[src/rtl/irq_wake_pkg.sv]
package irq_wake_pkg;
    localparam int DATA_W   = 8;
    localparam int ADDR_W   = 2;
    localparam int SYNC_LEN = 2;

    localparam logic [ADDR_W-1:0] ADDR_STATUS = 2'd0;
    localparam logic [ADDR_W-1:0] ADDR_MASK   = 2'd1;
    localparam logic [ADDR_W-1:0] ADDR_RESULT = 2'd2;

    localparam int BIT_LVST = 7;
    localparam int BIT_LVIF = 6;
    localparam int BIT_ADIF = 5;
    localparam int BIT_ADWK = 3;
    localparam int BIT_PCWK = 1;
    localparam int BIT_LVWK = 0;

    localparam logic [DATA_W-1:0] MASK_RESET = 8'hFF;

    typedef struct packed {
        logic              lv_if;
        logic              ad_if;
        logic              ad_wk;
        logic              pc_wk;
        logic              lv_wk;
        logic              lv_prev;
        logic              busy;
        logic [DATA_W-1:0] result;
    } flag_state_t;
endpackage

[src/rtl/irq_wake_sync.sv]
module irq_wake_sync #(
    parameter int W      = 1,
    parameter int STAGES = 2
) (
    input  logic         clk,
    input  logic         rst_n,
    input  logic [W-1:0] d,
    output logic [W-1:0] q
);
    logic [STAGES-1:0][W-1:0] chain_d, chain_q;

    always_comb begin
        chain_d[0] = d;
        for (int i = 1; i < STAGES; i++) begin
            chain_d[i] = chain_q[i-1];
        end
    end

    always_ff @(posedge clk) begin
        if (!rst_n) chain_q <= {STAGES{d}};
        else        chain_q <= chain_d;
    end

    assign q = chain_q[STAGES-1];
endmodule

[src/rtl/irq_wake_chgdet.sv]
module irq_wake_chgdet #(
    parameter int W = 8
) (
    input  logic         clk,
    input  logic         rst_n,
    input  logic         sleep,
    input  logic [W-1:0] port_s,
    output logic         change
);
    typedef struct packed {
        logic [W-1:0] snap;
        logic         sleep_q;
    } chg_state_t;

    chg_state_t st_d, st_q;

    always_comb begin
        st_d         = st_q;
        st_d.sleep_q = sleep;
        if (sleep && !st_q.sleep_q) st_d.snap = port_s;
    end

    always_ff @(posedge clk) begin
        if (!rst_n) st_q <= '0;
        else        st_q <= st_d;
    end

    assign change = st_q.sleep_q && (port_s != st_q.snap);


    no_change_awake_chk: assert property (@(posedge clk) disable iff (!rst_n)
        !sleep |=> !change);
endmodule

[src/rtl/irq_wake_flags.sv]
module irq_wake_flags
    import irq_wake_pkg::*;
(
    input  logic              clk,
    input  logic              rst_n,
    input  logic              conv_start,
    input  logic              conv_done,
    input  logic [DATA_W-1:0] conv_data,
    input  logic              lv_state,
    input  logic              wr_status,
    input  logic              wr_lvif,
    input  logic              wr_adif,
    input  logic [2:0]        wr_en,
    output flag_state_t       st
);
    flag_state_t st_d, st_q;
    logic lv_fall;

    always_comb begin
        st_d         = st_q;
        lv_fall      = st_q.lv_prev && !lv_state;
        st_d.lv_prev = lv_state;

        if (wr_status) begin
            if (!wr_lvif) st_d.lv_if = 1'b0;
            if (!wr_adif) st_d.ad_if = 1'b0;
            st_d.ad_wk = wr_en[2];
            st_d.pc_wk = wr_en[1];
            st_d.lv_wk = wr_en[0];
        end

        if (lv_fall) st_d.lv_if = 1'b1;

        if (conv_start) st_d.busy = 1'b1;
        if (conv_done) begin
            st_d.busy   = 1'b0;
            st_d.ad_if  = 1'b1;
            st_d.result = conv_data;
        end
    end

    always_ff @(posedge clk) begin
        if (!rst_n) begin
            st_q         <= '0;
            st_q.lv_prev <= lv_state;
        end else begin
            st_q <= st_d;
        end
    end

    assign st = st_q;


    adif_set_chk: assert property (@(posedge clk) disable iff (!rst_n)
        conv_done |=> st_q.ad_if && !st_q.busy && st_q.result == $past(conv_data));

    adif_no_sw_set_chk: assert property (@(posedge clk) disable iff (!rst_n)
        (!conv_done && !st_q.ad_if) |=> !st_q.ad_if);

    lvif_no_sw_set_chk: assert property (@(posedge clk) disable iff (!rst_n)
        (!lv_fall && !st_q.lv_if) |=> !st_q.lv_if);

    lvif_on_fall_chk: assert property (@(posedge clk) disable iff (!rst_n)
        (st_q.lv_prev && !lv_state) |=> st_q.lv_if);

    busy_start_chk: assert property (@(posedge clk) disable iff (!rst_n)
        (conv_start && !conv_done) |=> st_q.busy);
endmodule

[src/rtl/irq_wake_ctrl.sv]
module irq_wake_ctrl
    import irq_wake_pkg::*;
#(
    parameter int PORT_W = 8
) (
    input  logic              clk,
    input  logic              rst_n,
    input  logic              conv_start,
    input  logic              conv_done,
    input  logic [DATA_W-1:0] conv_data,
    output logic              conv_busy,
    input  logic              lvd_en,
    input  logic              lvd_level,
    input  logic [PORT_W-1:0] port_in,
    input  logic              sleep,
    output logic              wake_req,
    input  logic [ADDR_W-1:0] cpu_addr,
    input  logic              cpu_wr,
    input  logic [DATA_W-1:0] cpu_wdata,
    output logic [DATA_W-1:0] cpu_rdata
);
    typedef struct packed {
        logic [DATA_W-1:0] mask;
        logic              wake;
    } top_state_t;

    top_state_t  ts_d, ts_q;
    flag_state_t fl;
    logic              lv_s, lv_state, port_chg, wake_src, wr_status;
    logic [PORT_W-1:0] port_s;
    logic [DATA_W-1:0] status;

    irq_wake_sync #(.W(1), .STAGES(SYNC_LEN)) u_lv_sync (
        .clk(clk), .rst_n(rst_n), .d(lvd_level), .q(lv_s));

    irq_wake_sync #(.W(PORT_W), .STAGES(SYNC_LEN)) u_port_sync (
        .clk(clk), .rst_n(rst_n), .d(port_in), .q(port_s));

    assign lv_state = lvd_en ? lv_s : 1'b1;

    irq_wake_chgdet #(.W(PORT_W)) u_chg (
        .clk(clk), .rst_n(rst_n), .sleep(sleep), .port_s(port_s), .change(port_chg));

    assign wr_status = cpu_wr && (cpu_addr == ADDR_STATUS);

    irq_wake_flags u_flags (
        .clk(clk), .rst_n(rst_n),
        .conv_start(conv_start), .conv_done(conv_done), .conv_data(conv_data),
        .lv_state(lv_state),
        .wr_status(wr_status),
        .wr_lvif(cpu_wdata[BIT_LVIF]), .wr_adif(cpu_wdata[BIT_ADIF]),
        .wr_en({cpu_wdata[BIT_ADWK], cpu_wdata[BIT_PCWK], cpu_wdata[BIT_LVWK]}),
        .st(fl));

    always_comb begin
        status           = '0;
        status[BIT_LVST] = lv_state;
        status[BIT_LVIF] = fl.lv_if;
        status[BIT_ADIF] = fl.ad_if;
        status[BIT_ADWK] = fl.ad_wk;
        status[BIT_PCWK] = fl.pc_wk;
        status[BIT_LVWK] = fl.lv_wk;
    end

    assign wake_src = (fl.ad_if && fl.ad_wk) || (port_chg && fl.pc_wk) ||
                      (fl.lv_if && fl.lv_wk);

    always_comb begin
        ts_d      = ts_q;
        ts_d.wake = sleep && (ts_q.wake || wake_src);
        if (cpu_wr && cpu_addr == ADDR_MASK) ts_d.mask = cpu_wdata;
    end

    always_ff @(posedge clk) begin
        if (!rst_n) begin
            ts_q.mask <= MASK_RESET;
            ts_q.wake <= 1'b0;
        end else begin
            ts_q <= ts_d;
        end
    end

    always_comb begin
        case (cpu_addr)
            ADDR_STATUS: cpu_rdata = status & ts_q.mask;
            ADDR_MASK:   cpu_rdata = ts_q.mask;
            ADDR_RESULT: cpu_rdata = fl.result;
            default:     cpu_rdata = '0;
        endcase
    end

    assign wake_req  = ts_q.wake;
    assign conv_busy = fl.busy;


    read_masked_chk: assert property (@(posedge clk) disable iff (!rst_n)
        (cpu_addr == ADDR_STATUS) |-> (cpu_rdata & ~ts_q.mask) == '0);

    wake_drop_chk: assert property (@(posedge clk) disable iff (!rst_n)
        !sleep |=> !wake_req);

    wake_hold_chk: assert property (@(posedge clk) disable iff (!rst_n)
        (wake_req && sleep) |=> wake_req);

    reserved_zero_chk: assert property (@(posedge clk) disable iff (!rst_n)
        status[4] == 1'b0 && status[2] == 1'b0);
endmodule

[config.mk]
export PLATFORM = sky130hd
export DESIGN_NAME = irq_wake_ctrl
export DESIGN_NICKNAME = d
export VERILOG_FILES = /design/src/rtl/irq_wake_pkg.sv /design/src/rtl/irq_wake_sync.sv /design/src/rtl/irq_wake_chgdet.sv /design/src/rtl/irq_wake_flags.sv /design/src/rtl/irq_wake_ctrl.sv
export SDC_FILE = /design/constraint.sdc
export NUM_CORES = 1
export LEC_CHECK = 0
export CAP_MARGIN = 0
export CORE_ASPECT_RATIO = 0.9
export CORE_MARGIN = 3
export CORE_UTILIZATION = 55
export CTS_BUF_LIST = sky130_fd_sc_hd__clkbuf_2
export DETAILED_ROUTE_END_ITERATION = 10
export PLACE_DENSITY = 0.87
export SLEW_MARGIN = 20
export SYNTH_ARGS = -nofsm -noshare
export SYNTH_HDL_FRONTEND = slang
export SYNTH_SLANG_ARGS = --single-unit
[constraint.sdc]
create_clock -name clk -period 2.9 [get_ports clk]
set_clock_uncertainty 0.2 [all_clocks]
set_input_delay 0.58 -clock clk [delete_from_list [all_inputs] [get_ports clk]]
set_output_delay 0.58 -clock clk [all_outputs]
set_load 0.005 [all_outputs]
==> impl_metrics.csv <==
group,metric,value,unit
sta,finalSetupViolations,0,
sta,final_max_slew_viol_count,0,
global_route,grt_use_total,20.8,%
flow_run,timing.max_cap.violations,0,
clocking,ctsHtreeMaxLevel,2,
synth,yosys_most_used_dff,"dfxtp_1",
global_route,grt_antenna_before_repair,0,
clocking,postCtsResizedCells,0,
finish,fillerInstances,225,
place,placed_cells,267,
critical_path,arrival,2.01,ns
routing,post_drt_via_cell_ratio,5.19,
place,routabilityCongestion,0.807,
routing,finalWirelength,3820,µm
min_path,min_path_type,"register to register",
sta,transition_at_the_pin_with_the_smallest_max_transition_slack,0.572,ns
critical_path,reg2reg_from,"u_chg.st_q[0]",
sta,rel_slew_slack,61.8,%
clocking,insertion_delay,0.45,ns
clocking,cts_setup_buffers,0,
sta,rsz0062_at_grt,"no",
critical_path,timing.setup.critical_path_class,"input port to primary output",
synth,synth_warnings,0,
clocking,numCtsBuffers,5,
floorplanning,die-area,4230,µm²
critical_path,critical_path.startpoint,"cpu_addr[1]",
power,leakagePower,0.989,nW
power,vdd.ir_drop.worst,435,µV
sta,min_period,2.79,ns
critical_path,reg2reg_depth,4,
sta,totalNegativeSetupSlack,0,ns
synth,synth_area_per_inst,10.4,µm²
finish,syn_to_layout_area_delta,27.5,%
critical_path,worst_setup_path_start_kind,"input port",
clocking,clock-root-buffer,"clkbuf_2",
synth,synthDominantAreaCellType,"dfxtp_1",
sta,fmaxAchievable,359,MHz
clocking,worst_setup_hold_path_clk_slew,0.24,ns
synth,ys_top_cells_by_area,"dfxtp_1 (53%), mux2i_1 (8.4%), nand2_1 (7.0%)",
place,dp.final_hpwl,3010,µm
synth,total_of_flip_flops_plus_latches_after_synthesis,51,
finish,multi_input_comb_area,840,µm²
routing,antenna_left,0,
synth,synthesis.instances,184,
clocking,tritoncts_clock_tree,"yes",
finish,layoutNonFillerInstCount,275,
sta,report.final.hold_viol_count,0,
floorplanning,die_x,68.2,µm
clocking,tritoncts_num_sinks,51,
critical_path,reg2reg_to,"u_chg.st_q[5]",
global_route,maximum_number_of_pins_on_one_net_before_global_route_repair,18,
critical_path,register_to_register_setup_slack,1.66,ns
synth,yosysSeqAreaShare,53.3,%
routing,via_count,1426,
global_route,first_pass_grt_wire_length,6270,µm
synth,post_synth_num_cell_types,29,
routing,route.detailed.drc,0,
synth,synth_nets,218,
finish,num-nets-final,266,
finish,drive_above_1_share,12.0,%
floorplanning,start_util,60.2,%
critical_path,critical_path_rt,2.12,ns
floorplanning,placement_rows,19,
routing,dr.first_iter.drc_count,60,
power,power,1.26,mW
finish,antenna_cells_inserted,0,
routing,routedWlPerCell,13.9,µm
routing,drt_pre_antenna_iters,4,
critical_path,endpoint,"cpu_rdata[2]",
global_route,via_count_of_the_first_global_routing_pass,1399,
floorplanning,die-height,62.0,µm
critical_path,timing.critical_path.fanout_max,8,
sta,period_share,96.1,%
synth,synth_edf_count,0,
power,powerDensity,515,nW/µm²
clocking,longest_clk_path_bufs,2,
synth,netlist.area_leader.share,53.3,%
status,result_of_the_run,"completed",
min_path,holdCritStartpoint,"u_flags.st[9]",
clocking,holdBufCountCts,0,
min_path,hold_path_depth,2,
place,numPortBuffers,43,
critical_path,nature_of_the_critical_path_endpoint,"primary output",
finish,seq_area,1020,µm²
floorplanning,core_region_area,3190,µm²
synth,synth_area,1920,µm²
synth,synthArstFlopShare,0,%
global_route,grt.overflow.total,0,
floorplanning,pin_count,44,
==> metal layers <==
layer / part of all wire (%) / global-route usage [%]
met5: 0 / 0
met2: 49 / 35.6
met4: 2.6 / 12.5
met1: 43 / 24.1
met3: 5.8 / 4.50
==> worst max-delay path: stages <==
cell and delay [ns]:
clkdlybuf4s50_1 0.50, inv_2 0.09, nor2_4 0.18, a22o_1 0.17
clkdlybuf4s50_1 0.49
==> state kept, by name, indices dropped and copies added (netlist names) <==
register,count
ts_q,8
u_flags.st,15
wake_req,1
u_chg.st_q,9
u_lv_sync.chain_d,1
u_lv_sync.q,1
u_port_sync.chain_d,8
u_port_sync.q,8
==> cells in the mapped netlist, types with 2 or more instances <==
cell      count
buf_6         2
nand4_1       2
buf_2         3
and2_1        2
xnor2_1       8
o211ai_1      7
nand2_1      36
dfxtp_1      51
mux2_2        9
nor2b_1      17
o21a_1        2
a21boi_1      4
nand3_1       8
mux2i_1      16
a22o_1        2
clkbuf_1      2
==> power breakdown <==
group,internal [mW],total [mW],switching [mW],leakage [nW]
combinational,0.117,0.186,0.0690,0.540
sequential,0.746,0.770,0.0245,0.424
clock,0.0619,0.301,0.239,0.0256
total,0.925,1.26,0.333,0.989
==> cell usage in the layout (no fill, tap or decap), drive strengths merged <==
master         count
a21boi             5
nand3              8
o21ai              1
buf                6
o21a               2
clkbuf             5
nand2             36
xnor2              8
mux2i             16
o211ai             7
nand2b             1
a22o               2
dfxtp             51
clkinvlp           2
mux2               9
nor2               3
nand4              2
nand3b             1
nor3b              1
clkdlybuf4s50     42
a221oi             1
and2               3
inv                2
dlymetal6s2s       1
nor2b             18
==> worst min path at each step <==
stage                       endpoint  slack, ns
finish                u_flags.st[14]       0.27
global placement    u_port_sync.q[2]       0.24
global route        u_port_sync.q[7]       0.31
detailed placement       u_lv_sync.q       0.25
floorplan              u_flags.st[9]       0.22
CTS                   u_flags.st[14]       0.28
==> layout make-up <==
class	instances	share of cell area (%)
tap	42	2.15
timing repair buffer	49	19.6
sequential	51	41.8
clock buffer	5	1.02
inverter	1	0.154
multi-input combinational	124	34.4
clock inverter	3	0.973
==> per-stage QoR <==
step / util [%] / area [µm²] / worst slack (ns) / hold slack, ns
finish: 76.7 / 2440 / 0.115 / 0.273
global placement: 75.1 / 2390 / 0.0708 / 0.238
floorplan: - / 1920 / 1.10 / 0.225
detailed placement: 75.1 / 2390 / 0.0307 / 0.247
global route: 76.7 / 2440 / 0.0290 / 0.307
CTS: 76.6 / 2440 / 0.0295 / 0.278
==> cells by family after synthesis <==
| kind of cell | synth area share (%) |
|---|---|
| AND/OR/NAND/NOR | 19.4 |
| XOR/XNOR | 3.66 |
| buffers and inverters | 2.94 |
| AO/OA/AOI/OAI | 7.11 |
| multiplexers | 13.6 |
| flip-flops | 53.3 |
Note: power is estimated with default switching activity, not from simulation.
